==> src/rtl/gpio_banked_pkg.sv <==
package gpio_banked_pkg;
  localparam int REG_W          = 16;
  localparam int ADDR_W         = 6;
  localparam int BANK_STRIDE    = 8;
  localparam int FIELDS_PER_REG = REG_W / 2;
  localparam int IDX_W          = 6;

  typedef enum logic [1:0] {
    K_DIR = 2'd0,
    K_INV = 2'd1,
    K_SET = 2'd2,
    K_CLR = 2'd3
  } bank_kind_e;

  typedef enum logic [1:0] {
    FN_GPIO = 2'd0,
    FN_ALT1 = 2'd1,
    FN_ALT2 = 2'd2,
    FN_ALT3 = 2'd3
  } func_e;

  localparam logic [ADDR_W-1:0] A_IRQ_EN     = 6'd24;
  localparam logic [ADDR_W-1:0] A_BOTH       = 6'd25;
  localparam logic [ADDR_W-1:0] A_PEND       = 6'd26;
  localparam logic [ADDR_W-1:0] A_CHAT_EN    = 6'd27;
  localparam logic [ADDR_W-1:0] A_CHAT_CNT   = 6'd28;
  localparam logic [ADDR_W-1:0] A_FSEL_FIELD = 6'd29;
  localparam int                FSEL_BASE    = 32;

  function automatic logic [ADDR_W-1:0] bank_addr(input int pin, input bank_kind_e kind);
    return ADDR_W'((pin / REG_W) * BANK_STRIDE + int'(kind));
  endfunction

  function automatic logic [ADDR_W-1:0] fsel_addr(input int pin);
    return ADDR_W'(FSEL_BASE + pin / FIELDS_PER_REG);
  endfunction
endpackage

==> src/rtl/gpio_sync.sv <==
module gpio_sync #(
  parameter int WIDTH  = 40,
  parameter int STAGES = 2
) (
  input  logic             clk,
  input  logic             rst_n,
  input  logic [WIDTH-1:0] d,
  output logic [WIDTH-1:0] q
);
  logic [WIDTH-1:0] stg_q [STAGES];

  always_ff @(posedge clk or negedge rst_n) begin
    if (!rst_n) begin
      for (int i = 0; i < STAGES; i++) stg_q[i] <= '0;
    end else begin
      stg_q[0] <= d;
      for (int i = 1; i < STAGES; i++) stg_q[i] <= stg_q[i-1];
    end
  end

  assign q = stg_q[STAGES-1];
endmodule

==> src/rtl/gpio_debounce.sv <==
module gpio_debounce #(
  parameter int CNT_W = 16
) (
  input  logic             clk,
  input  logic             rst_n,
  input  logic             filt_on,
  input  logic [CNT_W-1:0] limit,
  input  logic             din,
  output logic             dout
);
  logic [CNT_W-1:0] run_q;
  logic             lvl_q;
  logic [CNT_W-1:0] run_nxt;
  logic             bypass;

  assign run_nxt = run_q + 1'b1;
  assign bypass  = !filt_on || (limit == '0);

  always_ff @(posedge clk or negedge rst_n) begin
    if (!rst_n) begin
      lvl_q <= 1'b0;
      run_q <= '0;
    end else if (bypass) begin
      lvl_q <= din;
      run_q <= '0;
    end else if (din == lvl_q) begin
      run_q <= '0;
    end else if (run_nxt == limit) begin
      lvl_q <= din;
      run_q <= '0;
    end else begin
      run_q <= run_nxt;
    end
  end

  assign dout = lvl_q;
endmodule

==> src/rtl/gpio_irq_unit.sv <==
module gpio_irq_unit #(
  parameter int NUM_IRQ = 16,
  parameter int CNT_W   = 16
) (
  input  logic               clk,
  input  logic               rst_n,
  input  logic [NUM_IRQ-1:0] level_in,
  input  logic [NUM_IRQ-1:0] inv,
  input  logic [NUM_IRQ-1:0] both,
  input  logic [NUM_IRQ-1:0] en,
  input  logic [NUM_IRQ-1:0] chat_en,
  input  logic [CNT_W-1:0]   chat_limit,
  input  logic               clr_stb,
  input  logic [NUM_IRQ-1:0] clr_mask,
  output logic [NUM_IRQ-1:0] pending,
  output logic               irq
);
  logic [NUM_IRQ-1:0] filt;
  logic [NUM_IRQ-1:0] prev_q;
  logic [NUM_IRQ-1:0] hit;
  logic [NUM_IRQ-1:0] pend_q;

  for (genvar i = 0; i < NUM_IRQ; i++) begin : g_pin
    gpio_debounce #(.CNT_W(CNT_W)) u_deb (
      .clk     (clk),
      .rst_n   (rst_n),
      .filt_on (chat_en[i]),
      .limit   (chat_limit),
      .din     (level_in[i]),
      .dout    (filt[i])
    );

    logic rise, fall;
    assign rise   = filt[i] & ~prev_q[i];
    assign fall   = ~filt[i] & prev_q[i];
    assign hit[i] = both[i] ? (rise | fall) : (inv[i] ? rise : fall);
  end

  always_ff @(posedge clk or negedge rst_n) begin
    if (!rst_n) begin
      prev_q <= '0;
      pend_q <= '0;
    end else begin
      prev_q <= filt;
      pend_q <= (pend_q & ~(clr_stb ? clr_mask : '0)) | hit;
    end
  end

  assign pending = pend_q;
  assign irq     = |(pend_q & en);
endmodule

==> src/rtl/gpio_banked.sv <==
module gpio_banked
  import gpio_banked_pkg::*;
#(
  parameter int NUM_PINS    = 40,
  parameter int NUM_IRQ     = 16,
  parameter int CNT_W       = 16,
  parameter int SYNC_STAGES = 2
) (
  input  logic                  clk,
  input  logic                  rst_n,
  input  logic                  bus_wr,
  input  logic [ADDR_W-1:0]     bus_addr,
  input  logic [REG_W-1:0]      bus_wdata,
  output logic [REG_W-1:0]      bus_rdata,
  input  logic [NUM_PINS-1:0]   pin_in,
  output logic [NUM_PINS-1:0]   pin_out,
  output logic [NUM_PINS-1:0]   pin_oe,
  output logic [2*NUM_PINS-1:0] pin_func,
  output logic                  irq
);
  localparam int FUNC_W = 2 * NUM_PINS;

  logic [NUM_PINS-1:0] dir_q, inv_q, out_q;
  logic [FUNC_W-1:0]   func_q;
  logic [NUM_IRQ-1:0]  en_q, both_q, chat_en_q;
  logic [CNT_W-1:0]    chat_cnt_q;
  logic [NUM_PINS-1:0] sync_lvl;
  logic [NUM_PINS-1:0] in_view;
  logic [NUM_IRQ-1:0]  pending;
  logic                pend_clr;

  gpio_sync #(.WIDTH(NUM_PINS), .STAGES(SYNC_STAGES)) u_sync (
    .clk   (clk),
    .rst_n (rst_n),
    .d     (pin_in),
    .q     (sync_lvl)
  );

  assign in_view  = sync_lvl ^ inv_q;
  assign pend_clr = bus_wr && (bus_addr == A_PEND);

  // per-pin bank registers
  always_ff @(posedge clk or negedge rst_n) begin
    if (!rst_n) begin
      dir_q <= '1;
      inv_q <= '0;
      out_q <= '0;
    end else if (bus_wr) begin
      for (int p = 0; p < NUM_PINS; p++) begin
        if (bus_addr == bank_addr(p, K_DIR)) dir_q[p] <= bus_wdata[p % REG_W];
        if (bus_addr == bank_addr(p, K_INV)) inv_q[p] <= bus_wdata[p % REG_W];
        if (bus_addr == bank_addr(p, K_SET) && bus_wdata[p % REG_W]) out_q[p] <= 1'b1;
        else if (bus_addr == bank_addr(p, K_CLR) && bus_wdata[p % REG_W]) out_q[p] <= 1'b0;
      end
    end
  end

  // interrupt configuration
  always_ff @(posedge clk or negedge rst_n) begin
    if (!rst_n) begin
      en_q       <= '0;
      both_q     <= '0;
      chat_en_q  <= '0;
      chat_cnt_q <= '0;
    end else if (bus_wr) begin
      if (bus_addr == A_IRQ_EN)   en_q       <= bus_wdata[NUM_IRQ-1:0];
      if (bus_addr == A_BOTH)     both_q     <= bus_wdata[NUM_IRQ-1:0];
      if (bus_addr == A_CHAT_EN)  chat_en_q  <= bus_wdata[NUM_IRQ-1:0];
      if (bus_addr == A_CHAT_CNT) chat_cnt_q <= bus_wdata[CNT_W-1:0];
    end
  end

  // function select: packed registers and the single-field port
  always_ff @(posedge clk or negedge rst_n) begin
    if (!rst_n) begin
      func_q <= '0;
    end else if (bus_wr) begin
      for (int f = 0; f < NUM_PINS; f++) begin
        if (bus_addr == fsel_addr(f))
          func_q[2*f +: 2] <= bus_wdata[2*(f % FIELDS_PER_REG) +: 2];
        else if (bus_addr == A_FSEL_FIELD && bus_wdata[IDX_W-1:0] == IDX_W'(f))
          func_q[2*f +: 2] <= bus_wdata[9:8];
      end
    end
  end

  gpio_irq_unit #(.NUM_IRQ(NUM_IRQ), .CNT_W(CNT_W)) u_irq (
    .clk        (clk),
    .rst_n      (rst_n),
    .level_in   (sync_lvl[NUM_IRQ-1:0]),
    .inv        (inv_q[NUM_IRQ-1:0]),
    .both       (both_q),
    .en         (en_q),
    .chat_en    (chat_en_q),
    .chat_limit (chat_cnt_q),
    .clr_stb    (pend_clr),
    .clr_mask   (bus_wdata[NUM_IRQ-1:0]),
    .pending    (pending),
    .irq        (irq)
  );

  // read mux
  always_comb begin
    bus_rdata = '0;
    for (int p = 0; p < NUM_PINS; p++) begin
      if (bus_addr == bank_addr(p, K_DIR)) bus_rdata[p % REG_W] = dir_q[p];
      if (bus_addr == bank_addr(p, K_INV)) bus_rdata[p % REG_W] = inv_q[p];
      if (bus_addr == bank_addr(p, K_SET)) bus_rdata[p % REG_W] = in_view[p];
      if (bus_addr == bank_addr(p, K_CLR)) bus_rdata[p % REG_W] = out_q[p];
      if (bus_addr == fsel_addr(p))
        bus_rdata[2*(p % FIELDS_PER_REG) +: 2] = func_q[2*p +: 2];
    end
    for (int i = 0; i < NUM_IRQ; i++) begin
      if (bus_addr == A_IRQ_EN)  bus_rdata[i] = en_q[i];
      if (bus_addr == A_BOTH)    bus_rdata[i] = both_q[i];
      if (bus_addr == A_PEND)    bus_rdata[i] = pending[i];
      if (bus_addr == A_CHAT_EN) bus_rdata[i] = chat_en_q[i];
    end
    if (bus_addr == A_CHAT_CNT) bus_rdata[CNT_W-1:0] = chat_cnt_q;
  end

  for (genvar p = 0; p < NUM_PINS; p++) begin : g_oe
    assign pin_oe[p] = ~dir_q[p] & (func_q[2*p +: 2] == FN_GPIO);
  end

  assign pin_out  = out_q;
  assign pin_func = func_q;
endmodule

==> config.mk <==
export PLATFORM = sky130hd
export DESIGN_NAME = gpio_banked
export DESIGN_NICKNAME = d
export VERILOG_FILES = /design/src/rtl/gpio_banked_pkg.sv /design/src/rtl/gpio_sync.sv /design/src/rtl/gpio_debounce.sv /design/src/rtl/gpio_irq_unit.sv /design/src/rtl/gpio_banked.sv
export SDC_FILE = /design/constraint.sdc
export NUM_CORES = 1
export LEC_CHECK = 0
export BUFFER_PORTS_ARGS = -buffer_cell sky130_fd_sc_hd__buf_2
export CAP_MARGIN = 20
export CORE_MARGIN = 1
export CORE_UTILIZATION = 58
export CTS_BUF_LIST = sky130_fd_sc_hd__clkbuf_4 sky130_fd_sc_hd__clkbuf_8
export DETAILED_ROUTE_END_ITERATION = 16
export GPL_TIMING_DRIVEN = 0
export PLACE_DENSITY = 0.81
export SLEW_MARGIN = 25
export SYNTH_ARGS = -nofsm -noshare
export SYNTH_HDL_FRONTEND = slang
export SYNTH_HIERARCHICAL = 1
export SYNTH_SLANG_ARGS = --single-unit
export TNS_END_PERCENT = 20
==> constraint.sdc <==
create_clock -name clk -period 3.2 [get_ports clk]
set_input_delay 0.48 -clock clk [delete_from_list [all_inputs] [get_ports clk]]
set_output_delay 0.48 -clock clk [all_outputs]
set_load 0.1 [all_outputs]
* Yosys cells after proc, flatten, opt, wreduce, memory -nomap -nowiden *
Index checks and enable logic that the tools add are counted.

word-level totals
  flip-flop bits (word level) = 648
  bits of input ports = 65

cells by class
  $add $sub $neg = 16
  equal/unequal tests = 109
  multiplexer cells = 554
  bitwise gates (word level) = 165
  reduce and logical (&&, ||, !) cells = 399

operators with widths
  kind                   count
  $mux 16                50
  $mux 1                 384
  $add 16x1->16 const B  16
  $eq 16x16->1           16
  $mux 2                 120
  $reduce_and 2->1       106
  $reduce_bool 2->1      96
  $eq 6x5->1 const B     26
  $logic_and 1x1->1      121
  $logic_not 2->1        40
  $eq 6x6->1 const B     13
  $and 1x1->1            72
  $eq 6x4->1 const B     12
  $not 1->1              72
  $xor 40x40->40         1
  $and 16x16->16         2
  $ne 2x2->1 const B     16
  $eq 6x2->1 const B     4
  $eq 6x3->1 const B     4
  $eq 1x1->1             16
  $logic_not 1->1        16
  $logic_not 16->1       1
  $logic_or 1x1->1       16
  $not 16->16            1
  other kinds (5)        22

* Longest topological paths before layout *
  depth in word-level cells = 35
  mapped depth = 10

* Cells and area by module *
The synthesis kept the hierarchy.

modules (own cells, without submodules)
  module                                     instances  cells each  area an instance (sq um)  sequential area each (sq um)
  gpio_banked                                1          1,547       15,045.7                  6,656.4
  gpio_debounce (u_irq.g_pin[14].u_deb ...)  6          150         1,381.3                   425.4
  gpio_debounce (u_irq.g_pin[5].u_deb ...)   5          174         1,468.9                   425.4
  gpio_debounce (u_irq.g_pin[0].u_deb ...)   5          144         1,313.8                   425.4
  gpio_sync                                  1          120         2,302.2                   2,001.9
  gpio_irq_unit                              1          187         1,929.4                   800.8

* Worst setup path before layout *
Ideal clock, no wire load.

  path type = input to output
  start = input port bus_addr[4]
  end = output port bus_rdata[7]
  data arrival time = 4.253 ns
  data required time = 2.720 ns
  slack = -1.533 ns
  stages = 7
  path buffers = 3
  cell sequence = buf_6 -> or4b_4 -> buf_6 -> nor2_4 -> buf_2 -> a221oi_1 -> a311oi_1

on the way
  longest elaborated chain between the ends = 23
  elaborated cells on any way between the ends = 44
  classes of those cells = 21 x eq/ne; 22 x mux; 1 x reduce/logical

ends and longest elaborated chain
  item                  line                RTL
  start, declared       gpio_banked.sv:12   input logic [ADDR_W-1:0] bus_addr,
  $eq 6x6->1            gpio_banked.sv:110  if (bus_addr == fsel_addr(p))
  $mux 2                gpio_banked.sv:110
  $mux 1                gpio_banked.sv:106  if (bus_addr == bank_addr(p, K_DIR)) bus_rdata[p % REG_W] = dir_q[p];
  $mux 1                gpio_banked.sv:107  if (bus_addr == bank_addr(p, K_INV)) bus_rdata[p % REG_W] = inv_q[p];
  $mux 1                gpio_banked.sv:108  if (bus_addr == bank_addr(p, K_SET)) bus_rdata[p % REG_W] = in_view[p];
  $mux 1                gpio_banked.sv:109  if (bus_addr == bank_addr(p, K_CLR)) bus_rdata[p % REG_W] = out_q[p];
  $mux 2 (2 in series)  gpio_banked.sv:110
  $mux 1                gpio_banked.sv:106
  (+6 left out)         n/a
  $mux 1                gpio_banked.sv:107
  $mux 1                gpio_banked.sv:108
  $mux 1                gpio_banked.sv:109
  $mux 1                gpio_banked.sv:114  if (bus_addr == A_IRQ_EN) bus_rdata[i] = en_q[i];
  $mux 1                gpio_banked.sv:115  if (bus_addr == A_BOTH) bus_rdata[i] = both_q[i];
  $mux 1                gpio_banked.sv:116  if (bus_addr == A_PEND) bus_rdata[i] = pending[i];
  $mux 1                gpio_banked.sv:117  if (bus_addr == A_CHAT_EN) bus_rdata[i] = chat_en_q[i];
  $mux 16 *             gpio_banked.sv:119  if (bus_addr == A_CHAT_CNT) bus_rdata[CNT_W-1:0] = chat_cnt_q;
  end, declared         gpio_banked.sv:14   output logic [REG_W-1:0] bus_rdata,

Mark *: on every way between the ends. The rest lies on a longest branch, timed or not.

* Worst setup path in the final report *
  start = register inv_q[1]
  end = output port bus_rdata[1]

on the way
  longest elaborated chain between the ends = 20
  elaborated cells on any way between the ends = 21
  classes of those cells = 20 x mux; 1 x bitwise

ends and longest elaborated chain
  item                                             line                                   RTL
  start, declared                                  gpio_banked.sv:23                      logic [NUM_PINS-1:0] dir_q, inv_q, out_q;
  start signal, assigned by index                  gpio_banked.sv:51                      if (bus_addr == bank_addr(p, K_INV)) inv_q[p] <= bus_wdata[p % REG_W];
  $mux 1 / $xor 40x40->40 (equally long branches)  gpio_banked.sv:107, gpio_banked.sv:39
  $mux 1 *                                         gpio_banked.sv:108
  $mux 1 *                                         gpio_banked.sv:109
  $mux 2 * (2 in series)                           gpio_banked.sv:110
  $mux 1 *                                         gpio_banked.sv:106
  $mux 1 *                                         gpio_banked.sv:107
  $mux 1 *                                         gpio_banked.sv:108
  $mux 1 *                                         gpio_banked.sv:109
  (+3 left out)                                    n/a
  $mux 1 *                                         gpio_banked.sv:107
  $mux 1 *                                         gpio_banked.sv:108
  $mux 1 *                                         gpio_banked.sv:109
  $mux 1 *                                         gpio_banked.sv:114
  $mux 1 *                                         gpio_banked.sv:115
  $mux 1 *                                         gpio_banked.sv:116
  $mux 1 *                                         gpio_banked.sv:117
  $mux 16 *                                        gpio_banked.sv:119

Marks and branches as above.

==> results.py <==
metrics = {
    "drt": {
        "ant_nets": 0,
        "vias_per_cell": 6.65,
        "dr.pass1.iters": 6,
        "totalWireLength_um": 155000,
        "wire_per_inst_um": 26.6,
        "vias": 38841,
        "drc": 0,
        "drt_iter0_drc": 5575,
    },
    "worst_hold_path": {
        "min_from": "bus_wdata[8]",
        "hold_depth": 4,
        "hold_path_class": "in -> reg",
        "hold_end": "u_irq/pending[8]",
    },
    "finish": {
        "final_cells": 5841,
        "finalNetCount": 4913,
        "multi_input_area_um2": 23600,
        "final_cell_mix": "583 x dfrtp_1, 416 x nor2_1, 312 x nand2_1",
        "fillers": 5252,
        "stdcell_area_um2": 49300,
        "layout_commonest_cell": "dfrtp_1",
        "fin_util_pct": 70.0,
        "layout-drive-gt1-share_pct": 26.1,
        "regArea_um2": 16300,
        "area_delta_synth_final_pct": 18.8,
    },
    "run": {
        "cap_violations": 0,
    },
    "place": {
        "dpl_cell_area_um2": 44700,
        "dp_cells": 5547,
        "port_buffers": 240,
        "routabilityCongestion": 1.10,
        "place_hpwl_um": 106000,
    },
    "synth": {
        "syn_nets": 4457,
        "synth_ff_type": "dfrtp_1",
        "syn_inst": 4344,
        "synth_area_um2": 41500,
        "synth_enable_flop_cells": 0,
        "ys_seq_area_share_pct": 39.2,
        "syn_area_per_cell_um2": 9.55,
        "synthArstFlopShare_pct": 100,
        "ys_ff_latch": 648,
        "ys_warn_count": 6,
        "synth.distinct_cells": 105,
    },
    "global_route": {
        "antenna_found_initial": 11,
        "grt_pass1_wl_um": 230000,
        "grt_usage_pct": 41.7,
        "grt.overflow.total": 0,
        "grt_pass1_vias": 36706,
        "grt_max_degree": 94,
    },
    "timing": {
        "rsz0062_at_grt": "yes",
        "fin_crit_ns": 3.55,
        "fmax_ghz": 0.282,
        "fin_worst_skew_ns": 0.0459,
        "setup_viol": 15,
        "hold_violations": 0,
        "relSlewSlack_pct": 17.0,
        "final_max_slew_viol_count": 0,
        "fin_crit_sh_pct": 111,
        "setup_slack_ns": -0.346,
        "worst_slew_pin_slew_ns": 1.24,
    },
    "floorplan": {
        "die_x_um": 269,
        "die_h_um": 269,
        "initial_core_util_pct": 58.9,
        "die-area_um2": 72600,
        "core.rowCount": 97,
        "core_area_um2": 70400,
        "pin_count": 242,
    },
    "worst_setup_path": {
        "crit_arrival_ns": 3.07,
        "r2r_start": "u_irq/g_pin[11].u_deb/run_q[0]",
        "reg2regPathDepth": 10,
        "rrSetupSlack_ns": 0.09,
        "critPathMaxFanout": 4,
        "path_class": "reg -> out",
        "worstSetupStartpointType": "register",
        "crit_required_ns": 2.72,
        "reg2reg_to": "u_irq/g_pin[11].u_deb/run_q[10]",
        "end_kind": "primary output",
    },
    "outcome": {
        "status": "finished with violations",
        "violations": "negative setup slack",
    },
    "power": {
        "power_density_nw_per_um2": 524,
        "power_leakage_nw": 21.1,
        "ir_worst_vdd_mv": 0.512,
    },
    "clocking": {
        "cts_buffer_depth": 3,
        "clkTransAtPathRegs_ns": 0.06,
        "cts_inserted_buffers": 108,
        "insertion_delay_ns": 0.78,
        "cts_root_buf": "clkbuf_8",
        "h-tree-depth": 3,
        "cts_tree": "yes",
        "cts_sinks": 648,
    },
}
==> stage by stage <==
| step | setup WS, ns | setup TNS (ns) | hold WS (ns) | total power (W) |
|---|---|---|---|---|
| floorplan | -0.477 | -10.68 | 0.184 | 0.0142 |
| global placement | -11.98 | -7885.03 | 0.332 | 0.0163 |
| detailed placement | -1.15 | -15.50 | 0.335 | 0.0165 |
| CTS | -0.190 | -1.60 | 0.0324 | 0.0255 |
| global route | -0.261 | -4.56 | 0.0554 | 0.0265 |
| finish | -0.346 | -2.63 | 0.0565 | 0.0258 |
==> Yosys cell counts, drive strengths merged (40+ instances only) <==
| master | instances | area [um^2] |
|---|---|---|
| xor2 | 163 | 1430 |
| inv | 176 | 661 |
| nand2b | 57 | 357 |
| nand4 | 96 | 841 |
| dfstp | 40 | 1050 |
| mux2 | 172 | 1940 |
| nor2b | 53 | 332 |
| nor4 | 127 | 876 |
| a21oi | 203 | 1020 |
| ha | 48 | 601 |
| and3 | 49 | 307 |
| nor2 | 432 | 1670 |
| or4 | 47 | 462 |
| o21ai | 227 | 1190 |
| xnor2 | 286 | 2500 |
| mux2i | 105 | 1050 |
| dfrtp | 608 | 15200 |
| nor3 | 100 | 557 |
| buf | 155 | 1070 |
| nand2 | 317 | 1190 |
| nand3 | 144 | 746 |
| clkbuf | 132 | 743 |
| o211ai | 59 | 594 |
==> power by group <==
group          leakage [nW]  internal (W)  switching [W]  total [W]
Sequential             8.13       0.00886        0.00119     0.0101
Clock                  1.36       0.00511        0.00372    0.00882
Combinational          11.6       0.00213        0.00480    0.00693
==> worst max-delay path, cell delays in order (launching register included) <==
cell and delay, ns:
dfrtp_1 0.45, xnor2_2 0.19, a211oi_2 0.33, a21oi_2 0.09, o21ai_2 0.21, o211ai_1 0.33, a21oi_2 0.45, buf_12 0.23
==> flip-flops by register name, indices dropped and copies added, names as in the netlist, 40 cells and up <==
signal / cells
u_sync/stg_q: 40
pin_out: 40
u_sync/q: 40
dir_q: 40
u_irq/g_pin.u_deb/run_q: 256
inv_q: 40
pin_func: 80
==> worst max path at each step <==
stage / start / to / slack [ns] / cells after the start
after floorplan: bus_addr[4] / bus_rdata[3] / -0.48 / 8
after global placement: rst_n / u_irq/g_pin[12].u_deb/run_q[6] / -11.98 / 1
after detailed placement: bus_addr[0] / bus_rdata[6] / -1.15 / 10
after CTS: bus_addr[4] / bus_rdata[3] / -0.19 / 10
after global routing: u_sync/q[1] / bus_rdata[1] / -0.26 / 7
final: inv_q[1] / bus_rdata[1] / -0.35 / 7
==> cell type report <==
type / count / area share (%)
inverter: 176 / 1.34
tap: 940 / 2.39
sequential: 648 / 33.2
antenna: 10 / 0.0508
clock buffer: 167 / 4.20
clock inverter: 34 / 1.04
timing repair buffer: 354 / 5.83
buffer: 279 / 4.08
multi-input combinational: 3233 / 47.9
==> kinds of logic (layout without fill, tap and decap cells) <==
logic type | Yosys count | in the layout | share of synthesized area (%)
AO/OA/AOI/OAI | 817 | 817 | 13.4
XOR/XNOR | 476 | 476 | 11.1
adder cells (fa/ha/maj) | 48 | 48 | 1.45
buffers and inverters | 463 | 1010 | 5.97
flip-flops | 648 | 648 | 39.2
multiplexers | 282 | 282 | 7.47
other | 0 | 10 | 0
AND/OR/NAND/NOR | 1610 | 1610 | 21.5
==> layer usage <==
metal	GRT usage (%)	vias to the layer above	share of wire, %
met4	29.7	6	8.1
met2	61.0	2793	43
met1	52.2	18769	37
li1	-	16459	-
met3	13.3	814	12
met5	0.724	-	0.050
==> timing repair <==
item | CTS | global route
setup endpoints to repair | 27 | 176
resized for setup | 213 | 111
hold endpoints to repair | 119 | 0
hold buffers | 41 | 0
pin swaps | 37 | 46
setup buffers | 26 | 24
Note: power is estimated with default switching activity, not from simulation.
